==> config.mk <==
export PLATFORM = sky130hd
export DESIGN_NAME = tms_sampler
export DESIGN_NICKNAME = d
export VERILOG_FILES = /design/src/rtl/tms_pkg.sv /design/src/rtl/tms_coord_scale.sv /design/src/rtl/tms_issue.sv /design/src/rtl/tms_unpack.sv /design/src/rtl/tms_blend.sv /design/src/rtl/tms_sampler.sv
export SDC_FILE = /design/constraint.sdc
export NUM_CORES = 2
export LEC_CHECK = 0
export ABC_AREA = 0
export BUFFER_PORTS_ARGS = -buffer_cell sky130_fd_sc_hd__buf_2
export CAP_MARGIN = 20
export CORE_UTILIZATION = 59
export CTS_CLUSTER_DIAMETER = 120
export DETAILED_ROUTE_END_ITERATION = 7
export PLACE_DENSITY = 0.8
export SKIP_CTS_REPAIR_TIMING = 1
export SYNTH_ARGS = -nofsm -noshare
export SYNTH_HDL_FRONTEND = slang
export SYNTH_SLANG_ARGS = --single-unit
==> constraint.sdc <==
create_clock -name clk -period 8.16 [get_ports clk]
set_input_delay 0.408 -clock clk [delete_from_list [all_inputs] [get_ports clk]]
set_output_delay 0.408 -clock clk [all_outputs]
set_load 0.005 [all_outputs]
==> src/rtl/tms_pkg.sv <==
package tms_pkg;
   localparam int CH_W    = 8;
   localparam int NCH     = 4;
   localparam int TEXEL_W = CH_W * NCH;

   typedef enum logic [1:0] {
      FILT_POINT = 2'd0,
      FILT_BILIN = 2'd1,
      FILT_LPAIR = 2'd2,
      FILT_TRI   = 2'd3
   } filt_e;

   typedef enum logic [1:0] {
      FMT_RGBA32 = 2'd0,
      FMT_RGB565 = 2'd1,
      FMT_INT8   = 2'd2,
      FMT_INT8B  = 2'd3
   } fmt_e;

   // index of the final read step for each filter
   function automatic logic [2:0] final_step(filt_e m);
      case (m)
         FILT_POINT: return 3'd0;
         FILT_BILIN: return 3'd3;
         FILT_LPAIR: return 3'd1;
         default:    return 3'd7;
      endcase
   endfunction
endpackage

==> src/rtl/tms_coord_scale.sv <==
// Scales one fixed-point coordinate to a pyramid level and yields the
// base index, the clamped neighbour index and the fraction.
module tms_coord_scale #(
   parameter  int BASE_LOG2 = 4,
   parameter  int FRAC_W    = 4,
   parameter  int LVL_W     = 3,
   localparam int CW        = BASE_LOG2 + FRAC_W
) (
   input  logic [CW-1:0]        coord,
   input  logic [LVL_W-1:0]     lvl,
   output logic [BASE_LOG2-1:0] idx0,
   output logic [BASE_LOG2-1:0] idx1,
   output logic [FRAC_W-1:0]    frac
);
   logic [CW-1:0]      scaled;
   logic [BASE_LOG2:0] last_idx;

   always_comb begin
      scaled   = coord >> lvl;
      frac     = scaled[FRAC_W-1:0];
      idx0     = scaled[FRAC_W +: BASE_LOG2];
      last_idx = ((BASE_LOG2+1)'(1) << (BASE_LOG2 - int'(lvl))) - (BASE_LOG2+1)'(1);
      idx1     = ({1'b0, idx0} == last_idx) ? idx0 : idx0 + 1'b1;
   end
endmodule

==> src/rtl/tms_issue.sv <==
// Holds the accepted request and steps through its texel reads,
// one per cycle, producing address and blend weight for each.
module tms_issue
   import tms_pkg::*;
#(
   parameter  int BASE_LOG2 = 4,
   parameter  int FRAC_W    = 4,
   parameter  int LOD_IW    = 3,
   parameter  int MAX_LVL   = 4,
   parameter  int LVL_W     = 3,
   localparam int CW        = BASE_LOG2 + FRAC_W,
   localparam int LODW      = LOD_IW + FRAC_W,
   localparam int WW        = 3 * FRAC_W + 1
) (
   input  logic                 clk,
   input  logic                 rst_n,
   input  logic                 req_valid,
   output logic                 req_ready,
   input  logic [CW-1:0]        req_u,
   input  logic [CW-1:0]        req_v,
   input  logic [LODW-1:0]      req_lod,
   input  logic [1:0]           req_mode,
   input  logic [1:0]           req_fmt,
   output logic                 mem_rd,
   output logic [LVL_W-1:0]     mem_lvl,
   output logic [BASE_LOG2-1:0] mem_x,
   output logic [BASE_LOG2-1:0] mem_y,
   output logic                 tag_first,
   output logic                 tag_last,
   output logic [WW-1:0]        tag_w,
   output logic [1:0]           tag_fmt
);
   localparam logic [FRAC_W:0] ONE = (FRAC_W+1)'(1) << FRAC_W;

   logic               busy_q;
   logic [CW-1:0]      crd_q [2];
   logic [LVL_W-1:0]   l0_q, l1_q;
   logic [FRAC_W-1:0]  fl_q;
   filt_e              mode_q;
   logic [1:0]         fmt_q;
   logic [2:0]         step_q;

   // level decode of the incoming request
   logic [LOD_IW-1:0]  lod_int;
   logic [FRAC_W-1:0]  lod_frac;
   logic               lod_clamp;
   logic [LVL_W-1:0]   l0_d, l1_d;
   logic [FRAC_W-1:0]  fl_d;

   always_comb begin
      lod_int   = req_lod[FRAC_W +: LOD_IW];
      lod_frac  = req_lod[FRAC_W-1:0];
      lod_clamp = int'(lod_int) >= MAX_LVL;
      l0_d      = lod_clamp ? LVL_W'(MAX_LVL) : LVL_W'(lod_int);
      l1_d      = lod_clamp ? LVL_W'(MAX_LVL) : LVL_W'(lod_int) + 1'b1;
      fl_d      = lod_clamp ? '0 : lod_frac;
   end

   // step decode
   logic [2:0] last_idx;
   logic       use_xy, use_lv, xsel, ysel, lsel;
   logic [LVL_W-1:0] cur_lvl;

   always_comb begin
      last_idx = final_step(mode_q);
      use_xy   = (mode_q == FILT_BILIN) || (mode_q == FILT_TRI);
      use_lv   = (mode_q == FILT_LPAIR) || (mode_q == FILT_TRI);
      xsel     = use_xy & step_q[0];
      ysel     = use_xy & step_q[1];
      case (mode_q)
         FILT_TRI:   lsel = step_q[2];
         FILT_LPAIR: lsel = step_q[0];
         default:    lsel = 1'b0;
      endcase
      cur_lvl  = lsel ? l1_q : l0_q;
   end

   // per-axis scaling: axis 0 is u, axis 1 is v
   logic [BASE_LOG2-1:0] ax_i0 [2];
   logic [BASE_LOG2-1:0] ax_i1 [2];
   logic [FRAC_W-1:0]    ax_f  [2];
   logic                 ax_sel [2];
   logic [FRAC_W:0]      ax_w  [2];

   assign ax_sel[0] = xsel;
   assign ax_sel[1] = ysel;

   for (genvar a = 0; a < 2; a++) begin : g_axis
      tms_coord_scale #(
         .BASE_LOG2 (BASE_LOG2),
         .FRAC_W    (FRAC_W),
         .LVL_W     (LVL_W)
      ) u_scale (
         .coord (crd_q[a]),
         .lvl   (cur_lvl),
         .idx0  (ax_i0[a]),
         .idx1  (ax_i1[a]),
         .frac  (ax_f[a])
      );
      always_comb begin
         if (!use_xy)
            ax_w[a] = ONE;
         else if (ax_sel[a])
            ax_w[a] = {1'b0, ax_f[a]};
         else
            ax_w[a] = ONE - {1'b0, ax_f[a]};
      end
   end

   logic [FRAC_W:0] lv_w;

   always_comb begin
      if (!use_lv)
         lv_w = ONE;
      else if (lsel)
         lv_w = {1'b0, fl_q};
      else
         lv_w = ONE - {1'b0, fl_q};
      tag_w     = WW'(ax_w[0]) * WW'(ax_w[1]) * WW'(lv_w);
      mem_rd    = busy_q;
      mem_lvl   = cur_lvl;
      mem_x     = xsel ? ax_i1[0] : ax_i0[0];
      mem_y     = ysel ? ax_i1[1] : ax_i0[1];
      tag_first = (step_q == 3'd0);
      tag_last  = (step_q == last_idx);
      tag_fmt   = fmt_q;
      req_ready = !busy_q || (step_q == last_idx);
   end

   always_ff @(posedge clk) begin
      if (!rst_n) begin
         busy_q   <= 1'b0;
         step_q   <= '0;
         crd_q[0] <= '0;
         crd_q[1] <= '0;
         l0_q     <= '0;
         l1_q     <= '0;
         fl_q     <= '0;
         mode_q   <= FILT_POINT;
         fmt_q    <= '0;
      end else if (req_ready) begin
         busy_q <= req_valid;
         step_q <= '0;
         if (req_valid) begin
            crd_q[0] <= req_u;
            crd_q[1] <= req_v;
            l0_q     <= l0_d;
            l1_q     <= l1_d;
            fl_q     <= fl_d;
            mode_q   <= filt_e'(req_mode);
            fmt_q    <= req_fmt;
         end
      end else begin
         step_q <= step_q + 3'd1;
      end
   end
endmodule

==> src/rtl/tms_unpack.sv <==
// Expands a stored texel word into four 8-bit channels.
module tms_unpack
   import tms_pkg::*;
(
   input  logic [TEXEL_W-1:0] texel,
   input  logic [1:0]         fmt,
   output logic [TEXEL_W-1:0] color
);
   logic [4:0] r5, b5;
   logic [5:0] g6;
   logic [7:0] lum;

   always_comb begin
      r5  = texel[15:11];
      g6  = texel[10:5];
      b5  = texel[4:0];
      lum = texel[7:0];
      case (fmt_e'(fmt))
         FMT_RGBA32: color = texel;
         FMT_RGB565: color = {r5, r5[4:2], g6, g6[5:4], b5, b5[4:2], 8'hFF};
         default:    color = {lum, lum, lum, 8'hFF};
      endcase
   end
endmodule

==> src/rtl/tms_blend.sv <==
// Weighted accumulation of a run of texels, one channel per lane.
module tms_blend
   import tms_pkg::*;
#(
   parameter  int FRAC_W = 4,
   localparam int WW     = 3 * FRAC_W + 1,
   localparam int SH     = 3 * FRAC_W,
   localparam int ACC_W  = CH_W + SH + 2,
   localparam int HALF   = 1 << (SH - 1)
) (
   input  logic               clk,
   input  logic               rst_n,
   input  logic               in_valid,
   input  logic               in_first,
   input  logic               in_last,
   input  logic [WW-1:0]      in_w,
   input  logic [TEXEL_W-1:0] in_color,
   output logic               out_valid,
   output logic [TEXEL_W-1:0] out_color
);
   for (genvar c = 0; c < NCH; c++) begin : g_lane
      logic [ACC_W-1:0] acc_q, acc_d;
      logic [CH_W-1:0]  res_q, res_d;

      always_comb begin
         acc_d = (in_first ? '0 : acc_q)
               + ACC_W'(in_w) * ACC_W'(in_color[c*CH_W +: CH_W]);
         res_d = CH_W'((acc_d + ACC_W'(HALF)) >> SH);
      end

      always_ff @(posedge clk) begin
         if (!rst_n) begin
            acc_q <= '0;
            res_q <= '0;
         end else if (in_valid) begin
            acc_q <= acc_d;
            if (in_last) res_q <= res_d;
         end
      end

      assign out_color[c*CH_W +: CH_W] = res_q;
   end

   always_ff @(posedge clk) begin
      if (!rst_n) out_valid <= 1'b0;
      else        out_valid <= in_valid & in_last;
   end
endmodule

==> src/rtl/tms_sampler.sv <==
// Top level: read sequencer, fixed-latency tag pipe, format expansion
// and per-channel blend.
module tms_sampler
   import tms_pkg::*;
#(
   parameter  int BASE_LOG2 = 4,
   parameter  int FRAC_W    = 4,
   parameter  int LOD_IW    = 3,
   parameter  int MAX_LVL   = BASE_LOG2,
   parameter  int MEM_LAT   = 2,
   localparam int CW        = BASE_LOG2 + FRAC_W,
   localparam int LODW      = LOD_IW + FRAC_W,
   localparam int LVL_W     = $clog2(MAX_LVL + 1),
   localparam int WW        = 3 * FRAC_W + 1
) (
   input  logic                 clk,
   input  logic                 rst_n,
   input  logic                 req_valid,
   output logic                 req_ready,
   input  logic [CW-1:0]        req_u,
   input  logic [CW-1:0]        req_v,
   input  logic [LODW-1:0]      req_lod,
   input  logic [1:0]           req_mode,
   input  logic [1:0]           req_fmt,
   output logic                 mem_rd,
   output logic [LVL_W-1:0]     mem_lvl,
   output logic [BASE_LOG2-1:0] mem_x,
   output logic [BASE_LOG2-1:0] mem_y,
   input  logic [31:0]          mem_rdata,
   output logic                 out_valid,
   output logic [31:0]          out_color
);
   // elaboration-time parameter checks
   if (BASE_LOG2 < 1 || BASE_LOG2 > 12) begin : g_bad_base
      $error("tms_sampler: BASE_LOG2 must lie in 1..12");
   end
   if (FRAC_W < 1 || FRAC_W > 8) begin : g_bad_frac
      $error("tms_sampler: FRAC_W must lie in 1..8");
   end
   if (MAX_LVL < 1 || MAX_LVL > BASE_LOG2) begin : g_bad_lvl
      $error("tms_sampler: MAX_LVL must lie in 1..BASE_LOG2");
   end
   if ((1 << LOD_IW) <= MAX_LVL) begin : g_bad_lod
      $error("tms_sampler: LOD_IW too narrow to reach MAX_LVL");
   end
   if (MEM_LAT < 1) begin : g_bad_lat
      $error("tms_sampler: MEM_LAT must be at least 1");
   end

   localparam int TAG_W = 3 + 2 + WW;

   logic          iss_first, iss_last;
   logic [WW-1:0] iss_w;
   logic [1:0]    iss_fmt;

   tms_issue #(
      .BASE_LOG2 (BASE_LOG2),
      .FRAC_W    (FRAC_W),
      .LOD_IW    (LOD_IW),
      .MAX_LVL   (MAX_LVL),
      .LVL_W     (LVL_W)
   ) u_issue (
      .clk       (clk),
      .rst_n     (rst_n),
      .req_valid (req_valid),
      .req_ready (req_ready),
      .req_u     (req_u),
      .req_v     (req_v),
      .req_lod   (req_lod),
      .req_mode  (req_mode),
      .req_fmt   (req_fmt),
      .mem_rd    (mem_rd),
      .mem_lvl   (mem_lvl),
      .mem_x     (mem_x),
      .mem_y     (mem_y),
      .tag_first (iss_first),
      .tag_last  (iss_last),
      .tag_w     (iss_w),
      .tag_fmt   (iss_fmt)
   );

   // tag pipe: one stage per cycle of memory latency
   logic [TAG_W-1:0] tag_pipe [MEM_LAT];

   for (genvar s = 0; s < MEM_LAT; s++) begin : g_tag
      always_ff @(posedge clk) begin
         if (!rst_n)
            tag_pipe[s] <= '0;
         else if (s == 0)
            tag_pipe[s] <= {mem_rd, iss_first, iss_last, iss_fmt, iss_w};
         else
            tag_pipe[s] <= tag_pipe[(s == 0) ? 0 : s-1];
      end
   end

   logic          al_valid, al_first, al_last;
   logic [1:0]    al_fmt;
   logic [WW-1:0] al_w;
   logic [31:0]   texel_rgba;

   assign {al_valid, al_first, al_last, al_fmt, al_w} = tag_pipe[MEM_LAT-1];

   tms_unpack u_unpack (
      .texel (mem_rdata),
      .fmt   (al_fmt),
      .color (texel_rgba)
   );

   tms_blend #(
      .FRAC_W (FRAC_W)
   ) u_blend (
      .clk       (clk),
      .rst_n     (rst_n),
      .in_valid  (al_valid),
      .in_first  (al_first),
      .in_last   (al_last),
      .in_w      (al_w),
      .in_color  (texel_rgba),
      .out_valid (out_valid),
      .out_color (out_color)
   );
endmodule

==> results.cfg <==
[status]
status = finished, final reports clean

[worst_setup_path]
max_stage_delay_ns = 0.57
r2r_cells = 32
cpMostUsedCell = fa_1
start_kind = flip-flop
cp-end-kind = flip-flop
arrival_ns = 8.30
path_class = reg2reg
slowest_stage = fa_1
required_ns = 8.50
crit_fanout = 6

[sta]
holdWs_ns = 0.173
period_share_pct = 97.5
relSlewSlack_pct = 26.8
clock.fmax_ghz = 0.126
fin_skew_ns = 0.0111
slew_violations = 0
setup_viol = 0
worst_pin_slew_ns = 1.09
finalHoldViolCount = 0
period_needed_ns = 7.95
fin_tns_setup_ns = 0

[yosys]
yosysMostFrequentCell = inv_1
synth_area_leaders = fa_1, dfxtp_1, ha_1
yosysSeqAreaShare_pct = 14.9
syn_avg_cell_area_um2 = 8.58
ys.flop_type = dfxtp_1
synth_edf_count = 16
syn_inst = 2985
synth_warnings = 0
synth_top_area_share_pct = 28.8
synth_area_um2 = 25600
yosys.area.top_type = fa_1
syn_nets = 3612
asyncSetResetFlopFracSynth_pct = 0
synthTopCellsByCount = inv_1, fa_1, nand2_1
synth_cell_types = 89
ys_ff_latch = 183

[placed_design]
dpl.hpwl_mm = 48.5
numPortBuffers = 107
routabilityCongestion = 0.939
place_area_um2 = 27000

[clocking]
clk_pin_slew_ns = 0.08
htreeDepth = 4
clock_sinks = 183
cts_buffers = 17
cts_buffer_depth = 2
cts_tree = done
root_buffer = clkbuf_16
clk_latency_ns = 0.48

[pwr]
power.total_mw = 2.66
vdd_drop_max_uv = 162
power_density_nw_per_um2 = 95.0
p_leak_nw = 13.0

[floorplanning]
die_area_um2 = 44200
die_w_um = 210
die_h_um = 210
initial_core_util_pct = 60.4
fp-row-count = 75
ios = 108
core-area_um2 = 42400

[routing]
initialDrtViolationCount = 1593
drt-pass1-iter-count = 6
antenna_violating_nets_post_route = 0
wl_per_cell_um = 17.7
drt_wl_total_mm = 64.8
vias = 21015
route.detailed.drc = 0
via_per_inst = 5.74

[layout]
area_delta_synth_final_pct = 9.38
n_antenna_cell = 0
drive_gt1_share_pct = 10.9
nets = 3695
design_area_um2 = 28000

[global_routing]
grtUsageTotal_pct = 30.3
antenna_found_initial = 1
grt_pass1_wl_mm = 107
gr-total-overflow = 0
grt_max_degree = 74
grt_pass1_vias = 21613

[hold_path]
holdPathStages = 3
hp-class = in2reg

[flow_run]
cap_violations = 0
## per-stage QoR
step           utilization (%)  setup slack (ns)  instances
3_3_place_gp              63.5             0.148       3606
2_1_floorplan                -             0.286       2985
6_report                  66.0             0.206       3658
3_5_place_dp              63.5           -0.0942       3607
4_1_cts                   65.0            -0.145       3639
5_1_grt                   66.0           -0.0964       3658
## flip-flops by register name (all words and copies together), names as in the netlist
name and flops:
u_blend.out_valid 1, u_issue.step_q 3, u_issue.l1_q 3, u_issue.crd_q 16, u_issue.fl_q 4, u_blend.g_lane.acc_q 80, u_issue.l0_q 3, u_issue.tag_fmt 2
u_issue.mem_rd 1, u_issue.mode_q 2, tag_pipe 36, u_blend.g_lane.res_q 32
## cell families (layout without fill, tap and decap cells)
group | Yosys count | after routing | synth area share, %
AO/OA/AOI/OAI | 359 | 359 | 9.08
adder cells (fa/ha/maj) | 565 | 565 | 38.4
AND/OR/NAND/NOR | 1084 | 1084 | 21.3
flip-flops | 183 | 183 | 14.9
multiplexers | 80 | 80 | 3.49
XOR/XNOR | 113 | 113 | 3.89
buffers and inverters | 601 | 697 | 8.93
## where the power goes
group	internal [mW]	total, mW	leakage [nW]	switching [mW]
Combinational	0.323	0.820	11.2	0.496
Clock	0.443	0.877	0.297	0.434
Sequential	0.931	0.964	1.53	0.0331
Total	1.70	2.66	13.0	0.964
## path summary, 6_finish.rpt
| kind | startpoint | slack, ns | end |
|---|---|---|---|
| min reg2reg | tag_pipe[0][8] | 0.43 | tag_pipe[1][8] |
| max | u_issue.mode_q[0] | 0.21 | tag_pipe[0][12] |
| max reg2reg | u_issue.mode_q[0] | 0.21 | tag_pipe[0][12] |
| min | req_fmt[1] | 0.17 | u_issue.tag_fmt[1] |
## final cells by class
type | instances | area [um^2]
Clock buffer | 18 | 439
Clock inverter | 14 | 159
Fill cell | 3400 | 14400
Inverter | 453 | 1710
Multi-Input combinational cell | 2201 | 19700
Sequential cell | 183 | 3830
Tap cell | 577 | 722
Timing Repair Buffer | 212 | 1410
## critical path, delay by kind of cell, from the launching register on
family	cells	cell delay [ns]
fa+ha+maj	8	3.48
compound gates	7	1.26
xor+xnor	1	0.12
simple gates	6	0.95
flops	1	0.39
buf+inv	7	0.64
mux	3	0.95
## cell usage in the layout (no fill, tap or decap), types with 20 or more instances in the layout
master,instances
and2_1,196
or3_1,21
nand3_1,34
xnor2_1,74
nor2b_1,90
a211oi_1,40
mux2i_1,63
fa_1,368
a21o_1,20
nand2b_1,91
dfxtp_1,164
xor2_1,33
and3_1,36
nor2_1,192
nand2_1,323
o21ai_0,52
a21oi_1,126
buf_4,100
buf_2,107
ha_1,190
inv_1,448
nor3_1,32
## layer usage
metal / track usage [%] / vias up / part of all wire [%] / routed length [um]
met1: 39.1 / 10442 / 41 / 26700
met2: 51.1 / 826 / 48 / 31100
met3: 4.65 / 161 / 7.1 / 4590
met5: 0 / - / 0.020 / 13
met4: 12.5 / 2 / 3.7 / 2430
li1: - / 9584 / - / -
Power figures use the tool's default switching activity.
